--- config.mk ---
export PLATFORM = sky130hd
export DESIGN_NAME = fcmp_flag_unit
export DESIGN_NICKNAME = d
export VERILOG_FILES = /design/src/rtl/fcmp_pkg.sv /design/src/rtl/fcmp_classify.sv /design/src/rtl/fcmp_order.sv /design/src/rtl/fcmp_flag_unit.sv
export SDC_FILE = /design/constraint.sdc
export NUM_CORES = 1
export LEC_CHECK = 0
export BUFFER_PORTS_ARGS = -buffer_cell sky130_fd_sc_hd__buf_4
export CAP_MARGIN = 20
export CELL_PAD_IN_SITES_DETAIL_PLACEMENT = 2
export CELL_PAD_IN_SITES_GLOBAL_PLACEMENT = 2
export CORE_MARGIN = 4
export CORE_UTILIZATION = 25
export DETAILED_ROUTE_END_ITERATION = 8
export PLACE_DENSITY = 0.92
export RECOVER_POWER = 100
export SYNTH_ARGS = -nofsm -noshare
export SYNTH_HDL_FRONTEND = slang
export SYNTH_SLANG_ARGS = --single-unit
--- constraint.sdc ---
create_clock -name clk -period 7.4 [get_ports clk]
set_input_delay 1.48 -clock clk [delete_from_list [all_inputs] [get_ports clk]]
set_output_delay 1.48 -clock clk [all_outputs]
set_load 0.005 [all_outputs]
--- src/rtl/fcmp_pkg.sv ---
`timescale 1ns/1ps
// Package: shared widths, register field positions and operand types for
// the compare unit. Assumes a 32-bit control register image.
package fcmp_pkg;
    localparam int DW        = 64;
    localparam int SP_EXP    = 8;
    localparam int SP_FRAC   = 23;
    localparam int SP_W      = SP_EXP + SP_FRAC + 1;
    localparam int DP_EXP    = 11;
    localparam int DP_FRAC   = 52;
    localparam int MAG_W     = DP_EXP + DP_FRAC;

    localparam int CTL_W     = 32;
    localparam int FLD_W     = 5;
    localparam int CC_W      = 4;
    localparam int EN_LSB    = 0;
    localparam int CAUSE_LSB = 8;
    localparam int CC_LSB    = 16;

    // flag index inside an enable or cause field
    localparam int F_I = 0;
    localparam int F_U = 1;
    localparam int F_O = 2;
    localparam int F_Z = 3;
    localparam int F_V = 4;

    // condition code index inside the code field
    localparam int CC_U = 0;
    localparam int CC_E = 1;
    localparam int CC_G = 2;
    localparam int CC_L = 3;

    typedef struct packed {
        logic             sign;
        logic             zero;
        logic             nan;
        logic             snan;
        logic [MAG_W-1:0] mag;
    } opnd_t;

    typedef enum logic [1:0] {
        REL_LT = 2'd0,
        REL_GT = 2'd1,
        REL_EQ = 2'd2,
        REL_UN = 2'd3
    } rel_e;
endpackage

--- src/rtl/fcmp_classify.sv ---
`timescale 1ns/1ps
// Operand classifier: splits one IEEE-754 word of the given format into
// its sign, a flushed magnitude key and the NaN and zero classes.
// Assumes: a zero exponent field means zero (denormals are flushed), and
// the magnitude key fits in MAG_W bits.
module fcmp_classify
    import fcmp_pkg::*;
#(
    parameter int EXP_W  = 8,
    parameter int FRAC_W = 23
) (
    input  logic [EXP_W+FRAC_W:0] word_i,
    output opnd_t                 cls_o
);
    localparam int WORD_W = EXP_W + FRAC_W + 1;

    logic [EXP_W-1:0]  expo;
    logic [FRAC_W-1:0] frac;
    logic              exp_ones;
    logic              exp_zero;

    assign expo     = word_i[WORD_W-2 -: EXP_W];
    assign frac     = word_i[FRAC_W-1:0];
    assign exp_ones = &expo;
    assign exp_zero = ~|expo;

    // Build the class record; a flushed operand gets a zero magnitude key.
    always_comb begin
        cls_o      = '0;
        cls_o.sign = word_i[WORD_W-1];
        cls_o.zero = exp_zero;
        cls_o.nan  = exp_ones & (|frac);
        cls_o.snan = exp_ones & (|frac) & ~frac[FRAC_W-1];
        cls_o.mag  = exp_zero ? '0 : MAG_W'({expo, frac});
    end
endmodule

--- src/rtl/fcmp_order.sv ---
`timescale 1ns/1ps
// Ordering core: relates two classified operands of the same format.
// Assumes magnitude keys that order like the encoded values, with flushed
// operands already zero.
module fcmp_order
    import fcmp_pkg::*;
(
    input  opnd_t a_i,
    input  opnd_t b_i,
    output rel_e  rel_o,
    output logic  inv_o
);
    logic mag_eq;
    logic mag_lt;

    assign mag_eq = (a_i.mag == b_i.mag);
    assign mag_lt = (a_i.mag <  b_i.mag);
    assign inv_o  = a_i.snan | b_i.snan;

    // Pick the relation: NaN first, then zeros, then sign, then magnitude.
    always_comb begin
        if (a_i.nan || b_i.nan)
            rel_o = REL_UN;
        else if (a_i.zero && b_i.zero)
            rel_o = REL_EQ;
        else if (a_i.sign != b_i.sign)
            rel_o = a_i.sign ? REL_LT : REL_GT;
        else if (mag_eq)
            rel_o = REL_EQ;
        else if (mag_lt)
            rel_o = a_i.sign ? REL_GT : REL_LT;
        else
            rel_o = a_i.sign ? REL_LT : REL_GT;
    end
endmodule

--- src/rtl/fcmp_flag_unit.sv ---
`timescale 1ns/1ps
// Compare unit top: classifies both operands in both formats, selects a
// format by dbl_i, orders them and registers the updated control register
// image and trap request one cycle after start.
// Assumes: synchronous active-low reset; the result holds between starts.
module fcmp_flag_unit
    import fcmp_pkg::*;
(
    input  logic             clk,
    input  logic             rst_n,
    input  logic             start_i,
    input  logic             dbl_i,
    input  logic [DW-1:0]    opa_i,
    input  logic [DW-1:0]    opb_i,
    input  logic [CTL_W-1:0] ctl_i,
    output logic [CTL_W-1:0] ctl_o,
    output logic             trap_o,
    output logic             valid_o
);
    localparam logic [CTL_W-1:0] CAUSE_MASK = CTL_W'({FLD_W{1'b1}}) << CAUSE_LSB;
    localparam logic [CTL_W-1:0] CC_MASK    = CTL_W'({CC_W{1'b1}}) << CC_LSB;
    localparam logic [CTL_W-1:0] KEEP_MASK  = ~(CAUSE_MASK | CC_MASK);

    logic [DW-1:0]    op_word [2];
    opnd_t            cls     [2];
    rel_e             rel;
    logic             inv_op;
    logic [CTL_W-1:0] ctl_nxt;
    logic             trap_nxt;
    logic [CTL_W-1:0] ctl_q;
    logic             trap_q;
    logic             valid_q;

    assign op_word[0] = opa_i;
    assign op_word[1] = opb_i;

    // One classifier pair per operand, the format picked by dbl_i.
    for (genvar g = 0; g < 2; g++) begin : g_opnd
        opnd_t sp_cls;
        opnd_t dp_cls;
        fcmp_classify #(.EXP_W(SP_EXP), .FRAC_W(SP_FRAC)) u_sp (
            .word_i (op_word[g][SP_W-1:0]),
            .cls_o  (sp_cls)
        );
        fcmp_classify #(.EXP_W(DP_EXP), .FRAC_W(DP_FRAC)) u_dp (
            .word_i (op_word[g]),
            .cls_o  (dp_cls)
        );
        assign cls[g] = dbl_i ? dp_cls : sp_cls;
    end

    fcmp_order u_ord (
        .a_i   (cls[0]),
        .b_i   (cls[1]),
        .rel_o (rel),
        .inv_o (inv_op)
    );

    // Build the next image: clear the stale fields, then write the outcome.
    always_comb begin
        ctl_nxt = ctl_i;
        ctl_nxt[CAUSE_LSB +: FLD_W] = '0;
        ctl_nxt[CC_LSB +: CC_W]     = '0;
        if (inv_op && ctl_i[EN_LSB + F_V]) begin
            ctl_nxt[CAUSE_LSB + F_V] = 1'b1;
        end else begin
            unique case (rel)
                REL_LT:  ctl_nxt[CC_LSB + CC_L] = 1'b1;
                REL_GT:  ctl_nxt[CC_LSB + CC_G] = 1'b1;
                REL_EQ:  ctl_nxt[CC_LSB + CC_E] = 1'b1;
                default: ctl_nxt[CC_LSB + CC_U] = 1'b1;
            endcase
        end
        trap_nxt = |ctl_nxt[CAUSE_LSB +: FLD_W];
    end

    // Result register: loads on start, holds otherwise.
    always_ff @(posedge clk) begin
        if (!rst_n) begin
            ctl_q   <= '0;
            trap_q  <= 1'b0;
            valid_q <= 1'b0;
        end else begin
            valid_q <= start_i;
            if (start_i) begin
                ctl_q  <= ctl_nxt;
                trap_q <= trap_nxt;
            end
        end
    end

    assign ctl_o   = ctl_q;
    assign trap_o  = trap_q;
    assign valid_o = valid_q;


    lat_valid_chk: assert property (@(posedge clk) disable iff (!rst_n)
        start_i |=> valid_o);

    idle_hold_chk: assert property (@(posedge clk) disable iff (!rst_n)
        !start_i |=> ($stable(ctl_o) && $stable(trap_o) && !valid_o));

    keep_bits_chk: assert property (@(posedge clk) disable iff (!rst_n)
        start_i |=> ((ctl_o & KEEP_MASK) == ($past(ctl_i) & KEEP_MASK)));

    stale_cause_chk: assert property (@(posedge clk) disable iff (!rst_n)
        valid_o |-> (ctl_o[CAUSE_LSB +: F_V] == '0));

    one_code_chk: assert property (@(posedge clk) disable iff (!rst_n)
        (valid_o && !trap_o) |-> $onehot(ctl_o[CC_LSB +: CC_W]));

    inv_no_code_chk: assert property (@(posedge clk) disable iff (!rst_n)
        trap_o |-> (ctl_o[CC_LSB +: CC_W] == '0));

    snan_trap_chk: assert property (@(posedge clk) disable iff (!rst_n)
        (start_i && (cls[0].snan || cls[1].snan) && ctl_i[EN_LSB + F_V]) |=> trap_o);

    no_enable_trap_chk: assert property (@(posedge clk) disable iff (!rst_n)
        (start_i && !ctl_i[EN_LSB + F_V]) |=> !trap_o);
endmodule

==> results of run 1 <==
[routing by layer]
layer	GRT usage [%]	share of wire [%]	routed length, um
met1	23.7	40	7060
met2	40.1	53	9200
met3	3.75	5.2	915
met4	4.88	1.8	322
met5	0	0	0
[report_power, final]
group / total [mW] / internal (mW) / switching (mW)
clock: 0.189 / 0.123 / 0.0660
combinational: 0.239 / 0.120 / 0.119
sequential: 0.171 / 0.166 / 0.00548
total: 0.599 / 0.409 / 0.190
[worst register-to-register path: cells and delay by family (launching register included)]
family | cells | cell delay [ns]
flip-flops | 1 | 0.31
multiplexers | 1 | 0.20
AND/OR/NAND/NOR | 1 | 0.09
[registers in the layout, summed over array words and instances (netlist names)]
| signal | count |
|---|---|
| ctl_o | 28 |
| valid_o | 1 |
[worst min path at each step]
stage               depth (start not counted)       from   endpoint
CTS                                         2  ctl_o[17]  ctl_o[17]
global route                                2  ctl_o[17]  ctl_o[17]
detailed placement                          2  ctl_o[17]  ctl_o[17]
floorplan                                   2  ctl_o[19]  ctl_o[19]
finish                                      2  ctl_o[17]  ctl_o[17]
global placement                            2  ctl_o[17]  ctl_o[17]
[placed cells by master (no fill, tap or decap), types with 2 or more instances in the layout]
cell type  Yosys  routed
a211oi_1       4       4
a21o_1         6       6
a21oi_1       28      28
a221oi_1       3       3
a31oi_1        2       2
a41oi_1        2       2
and2_1        42      42
and3_1        23      23
and4_1         3       3
buf_4          5     154
clkbuf_1      16      20
clkbuf_16      0       5
clkbuf_4       0      14
clkinv_2       0       2
conb_1         1       4
dfxtp_1       29      29
ha_1          63      63
inv_1          3       3
mux2i_1       25      25
nand2_1       84      84
nand3_1        9       9
nand3b_1       2       2
nand4_1       25      25
nor2_1        31      31
nor3_1        11      11
nor4_1        23      23
nor4_2         6       6
o21ai_0       11      12
o22ai_1        2       2
o31ai_1        3       3
or3_1          2       2
[through the flow]
step           area (um2)  total power, mW
6_report             5260            0.599
5_1_grt              5260            0.643
4_1_cts              5330            0.611
3_5_place_dp         5190            0.417
3_3_place_gp         5180            0.399
2_1_floorplan        3680            0.282
[final cells by class]
cell class | instances | area (um2)
Multi-Input combinational cell | 435 | 2960
Timing Repair Buffer | 187 | 1330
Clock inverter | 2 | 10.0
Sequential cell | 29 | 581
Fill cell | 1660 | 8840
Clock buffer | 6 | 129
Inverter | 5 | 18.8
Tap cell | 180 | 225
[cells by family (layout without fill, tap and decap cells)]
| logic type | after synthesis | in the layout | share of synthesized area [%] |
|---|---|---|---|
| flip-flops | 29 | 29 | 15.8 |
| AND/OR/NAND/NOR | 270 | 270 | 39.3 |
| buffers and inverters | 30 | 200 | 3.65 |
| multiplexers | 26 | 26 | 7.13 |
| adder cells (fa/ha/maj) | 63 | 63 | 21.5 |
| other | 1 | 4 | 0.102 |
| AO/OA/AOI/OAI | 72 | 72 | 12.5 |
==> qor.yml, run 1 <==
clockBufferDepth: 2
placed_cells: 836
antenna_left: 0
slowest_stage: "o311ai_0"
crit_start: "opa_i[53]"
yosysTopAreaCell: "ha_1"
cp_num_cells: 13
synth_edf_count: 0
fmax_ghz: 0.184
seq_area_frac_synth_pct: 15.8
yosysTopAreaCellShare_pct: 21.5
num_rows: 43
synthArstFlopShare_pct: 0
place_congestion: 0.845
ys_seq_elements: 29
end_kind: "register"
crit_path_max_incr_delay_ns: 0.74
cp_data_required_time_ns: 7.57
worstMarginPinSlew_ns: 1.94
setup.worst_path.start_class: "primary input"
area_growth_syn_to_layout_pct: 43.4
hpwlAfterDp_um: 15200
violations: "capacitance limit, slew limit"
timing.rr.start: "ctl_o[14]"
routed_wl_um: 17500
die_y_um: 129
worstSetupEndpoint: "ctl_o[19]"
rsz0062_at_grt: "no"
synth_cell_types: 53
min_path_type: "reg -> reg"
drive_gt1_share_pct: 27.9
critPathTopFamily: "compound AO/OA/AOI/OAI gates"
drc: 0
synth-main-ff-cell: "dfxtp_1"
whs_ns: 0.479
wl_per_cell_um: 20.7
setup_violations: 0
syn_area_um2: 3670
viasPerCell: 5.28
clk_latency_ns: 0.27
cts_setup_buffers: 0
drtIter0Drc: 131
cts_root_buffer: "clkbuf_16"
critPathKind: "in -> reg"
cp_data_arrival_time_ns: 5.62
postCtsResizedCells: 0
dieArea_um2: 16700
grt.total_usage_pct: 20.8
final-instance-count-excl-fill: 844
fin_ws_ns: 1.96
hold_viol: 0
critPathMaxFanout: 17
synthCells: 491
final.setup.tns_ns: 0
final_util_pct: 37.3
ir_worst_vdd_mv: 0.115
clk_pin_slew_ns: 0.05
synthMostInstantiatedCell: "nand2_1"
grt_overflow_total: 0
power_leakage_nw: 2.56
finClkSkew_ns: 0
antenna_found_initial: 0
grt_pass1_vias: 5289
grt_pass1_wl_um: 27800
fp.dieW_um: 129
power.density_nw_per_um2: 114
diodes: 0
numPortBuffers: 184
postCtsHoldBufs: 0
r2r_end: "ctl_o[14]"
fin_nets: 890
dp_slack_ns: 1.82
synth_commonest_cells: "84 x nand2_1, 63 x ha_1, 42 x and2_1"
r2r_slack_ns: 6.65
fin_crit_sh_pct: 73.6
syn_area_per_cell_um2: 7.47
htreeDepth: 2
core_region_area_um2: 14100
cts_tree: "yes"
run_status: "finished with violations"
vias: 4455
initial_core_util_pct: 26.0
crit_chain: "clkbuf_1, nor4_1, nand4_1, clkbuf_1, and3_1, ha_1, a211oi_1, nor2_1, o31ai_1, a21oi_1, o311ai_0, a21oi_1, o31ai_1"
layout_min_cycle_time_ns: 5.44
cts.sinks: 29
cap_viol_max_count: 1
path_buf_inv: 2
drtPass1Iterations: 4
ys_top_cells_by_area: "ha_1 22%, dfxtp_1 16%, nand2_1 8.6%"
reg2reg_depth: 2
grt_max_degree: 32
ys_warn_count: 0
slew_viol_final: 31
ios: 198
cts_inserted_buffers: 5
relSlewSlack_pct: -29.6
No activity file was read; power rests on OpenSTA's default activity.
==> run 2: changes to the inputs <==
--- a/config.mk
+++ b/config.mk
@@ -5,14 +5,15 @@
 export SDC_FILE = /design/constraint.sdc
 export NUM_CORES = 1
 export LEC_CHECK = 0
+export ABC_AREA = 1
 export BUFFER_PORTS_ARGS = -buffer_cell sky130_fd_sc_hd__buf_4
 export CAP_MARGIN = 20
 export CELL_PAD_IN_SITES_DETAIL_PLACEMENT = 2
 export CELL_PAD_IN_SITES_GLOBAL_PLACEMENT = 2
 export CORE_MARGIN = 4
-export CORE_UTILIZATION = 25
+export CORE_UTILIZATION = 23
 export DETAILED_ROUTE_END_ITERATION = 8
-export PLACE_DENSITY = 0.92
+export PLACE_DENSITY = 0.89
 export RECOVER_POWER = 100
 export SYNTH_ARGS = -nofsm -noshare
 export SYNTH_HDL_FRONTEND = slang
==> constraint.sdc (replaced) <==
create_clock -name clk -period 5.04 [get_ports clk]
set_input_delay 1.008 -clock clk [delete_from_list [all_inputs] [get_ports clk]]
set_output_delay 1.008 -clock clk [all_outputs]
set_load 0.005 [all_outputs]
==> qor.yml, run 2 <==
yosysTopAreaCellShare_pct: 22.1  # +0.65 points
drtPass1Iterations: 4  # unchanged
fmax_ghz: 0.238
grt_pass1_vias: 6575  # +24%
cp_data_required_time_ns: 5.25  # -2.32 ns
run_status: "finished, final reports clean"
hold_viol: 0  # unchanged
cap_viol_max_count: 0  # -1
layout_min_cycle_time_ns: 4.20
grt.total_usage_pct: 18.1  # -2.7 points
antenna_left: 0  # unchanged
pwr-share-seq_pct: 25.3  # -3.3 points
synth_cell_types: 34  # -36%
hp-start: "ctl_o[19]"
cts_inserted_buffers: 5  # unchanged
ir_worst_vdd_mv: 0.106  # -8.4%
internal-power_mw: 0.647  # +58%
ys_top_cells_by_area: "nand2_1 22%, ha_1 18%, nor2_1 15%"
vias: 5912  # +33%
core_region_area_um2: 18900  # +34%
setup_violations: 0  # unchanged
switching_share_pct: 35.4  # +3.7 points
drtIter0Drc: 155  # +18%
final.setup.tns_ns: 0  # unchanged
seq_area_frac_synth_pct: 13.0  # -2.9 points
routed_wl_um: 20200  # +15%
syn_area_per_cell_um2: 5.43  # -27%
diodes: 0  # unchanged
die_y_um: 147  # +14%
ys_warn_count: 0  # unchanged
clockPowerShare_pct: 31.3  # -0.2 points
switching_power_mw: 0.355  # +86%
synthMostInstantiatedCell: "nand2_1"
hpwlAfterDp_um: 17700  # +17%
cts.sinks: 29  # unchanged
layout_commonest_cell: "nand2_1"
power_leakage_nw: 3.43  # +34%
grt_pass1_wl_um: 32600  # +17%
place_congestion: 0.858  # +1.5%
cts_setup_buffers: 0  # unchanged
clk_latency_ns: 0.28  # about the same
clockBufferDepth: 2  # unchanged
critPathKind: "in -> reg"
initial_core_util_pct: 23.7  # -2.3 points
viasPerCell: 4.70  # -11%
syn_area_um2: 4470  # +22%
dieArea_um2: 21700  # +31%
setup.worst_path.start_class: "primary input"
numPortBuffers: 184  # unchanged
area_growth_syn_to_layout_pct: 38.4
rsz0062_at_grt: "no"
cp_data_arrival_time_ns: 4.41  # -1.21 ns
clk_pin_slew_ns: 0.05  # about the same
critPathMaxFanout: 28  # +11
postCtsResizedCells: 0  # unchanged
grt_overflow_total: 0  # unchanged
ios: 198  # unchanged
power.density_nw_per_um2: 162  # +42%
ys_seq_elements: 29  # unchanged
worstMarginPinSlew_ns: 1.25  # -0.698 ns
wl_per_cell_um: 16.0  # -23%
synth_edf_count: 0  # unchanged
fin_crit_sh_pct: 83.4
total_power_mw: 1.00  # +67%
antenna_found_initial: 1  # +1
synthArstFlopShare_pct: 0  # unchanged
min_path_type: "reg -> reg"
comb_power_share_pct: 43.5  # +3.6 points
relSlewSlack_pct: 17.0  # +47 points
htreeDepth: 2  # unchanged
yosysTopAreaCell: "nand2_1"
cts_root_buffer: "clkbuf_16"
synth_commonest_cells: "264 x nand2_1, 184 x nor2_1, 96 x inv_1"
drive_gt1_share_pct: 19.3  # -8.5 points
fin_nets: 1224  # +38%
end_kind: "register"
slew_viol_final: 0  # -100%
largest_register_ffs: 28  # unchanged
crit_start: "dbl_i"
postCtsHoldBufs: 0  # unchanged
fp.dieW_um: 147  # +14%
drc: 0  # unchanged
synthCells: 824  # +68%
synth-main-ff-cell: "dfxtp_1"
num_rows: 50  # +16%
finClkSkew_ns: 0  # unchanged
mostFrequentLayoutCells: "264 x nand2_1, 184 x nor2_1, 155 x buf_4"
cts_tree: "yes"
timing.rr.start: "ctl_o[27]"
grt_max_degree: 29  # -9.4%
-- run 2: metrics by stage --
stage          setup WS [ns]  instance area (um2)  utilization, %  hold slack, ns  std cells
2_1_floorplan           1.68                 4490               -           0.462        827
3_3_place_gp            1.08                 6100            32.3           0.459       1250
3_5_place_dp           0.978                 6100            32.3           0.473       1250
4_1_cts                 1.24                 6260            33.1           0.481       1258
5_1_grt                0.500                 6190            32.8           0.512       1258
6_report               0.836                 6190            32.8           0.475       1258
-- run 2: cell type report --
class	instances	area (um2)
clock inverters	1	5.00
fillers	2456	12700
inverters	99	372
clock buffers	7	153
well taps	260	325
multi-input cells	674	3420
flip-flops and latches	29	581
repair buffers	188	1340
-- run 2: final timing paths --
check         endpoint  slack, ns  cells after the start
max reg2reg  ctl_o[27]       4.23                      2
min reg2reg  ctl_o[19]       0.47                      2
max          ctl_o[17]       0.84                     16
min          ctl_o[19]       0.47                      2
-- run 2: power by group through the flow --
stage / logic (mW) / registers, mW / clock network [mW]
after global placement: 0.428 / 0.256 / 0
after detailed placement: 0.447 / 0.258 / 0
after global routing: 0.497 / 0.255 / 0.334
after floorplan: 0.227 / 0.258 / 0
final: 0.435 / 0.253 / 0.313
after CTS: 0.450 / 0.253 / 0.321
-- run 2: critical path: stages --
cell and delay, ns:
clkbuf_2 0.45, inv_1 0.33, nand3_1 0.22, nand2_4 0.07
inv_1 0.50, nand2_1 0.12, ha_1 0.35, nand2_1 0.09
nor2_1 0.24, nand3_1 0.20, nor2_1 0.15, nand3_1 0.13
o21a_1 0.20, nand3_2 0.11, nand3_1 0.10, a21oi_2 0.12
-- run 2: routing by layer --
| metal | vias up | global-route usage [%] | wire, um |
|---|---|---|---|
| met5 | - | 0 | 11 |
| met2 | 115 | 33.2 | 10200 |
| li1 | 2946 | - | - |
| met3 | 25 | 3.37 | 921 |
| met4 | 2 | 3.54 | 424 |
| met1 | 2824 | 22.2 | 8620 |
-- run 2: cells by family after synthesis --
| family | after synthesis | synth area share (%) |
|---|---|---|
| and+or+nand+nor | 540 | 50.2 |
| buffers and inverters | 124 | 10.9 |
| DFF | 29 | 13.0 |
| muxes | 1 | 0.224 |
| other | 1 | 0.0838 |
| AOI/OAI and AO/OA | 66 | 7.94 |
| adders and majority gates | 63 | 17.6 |
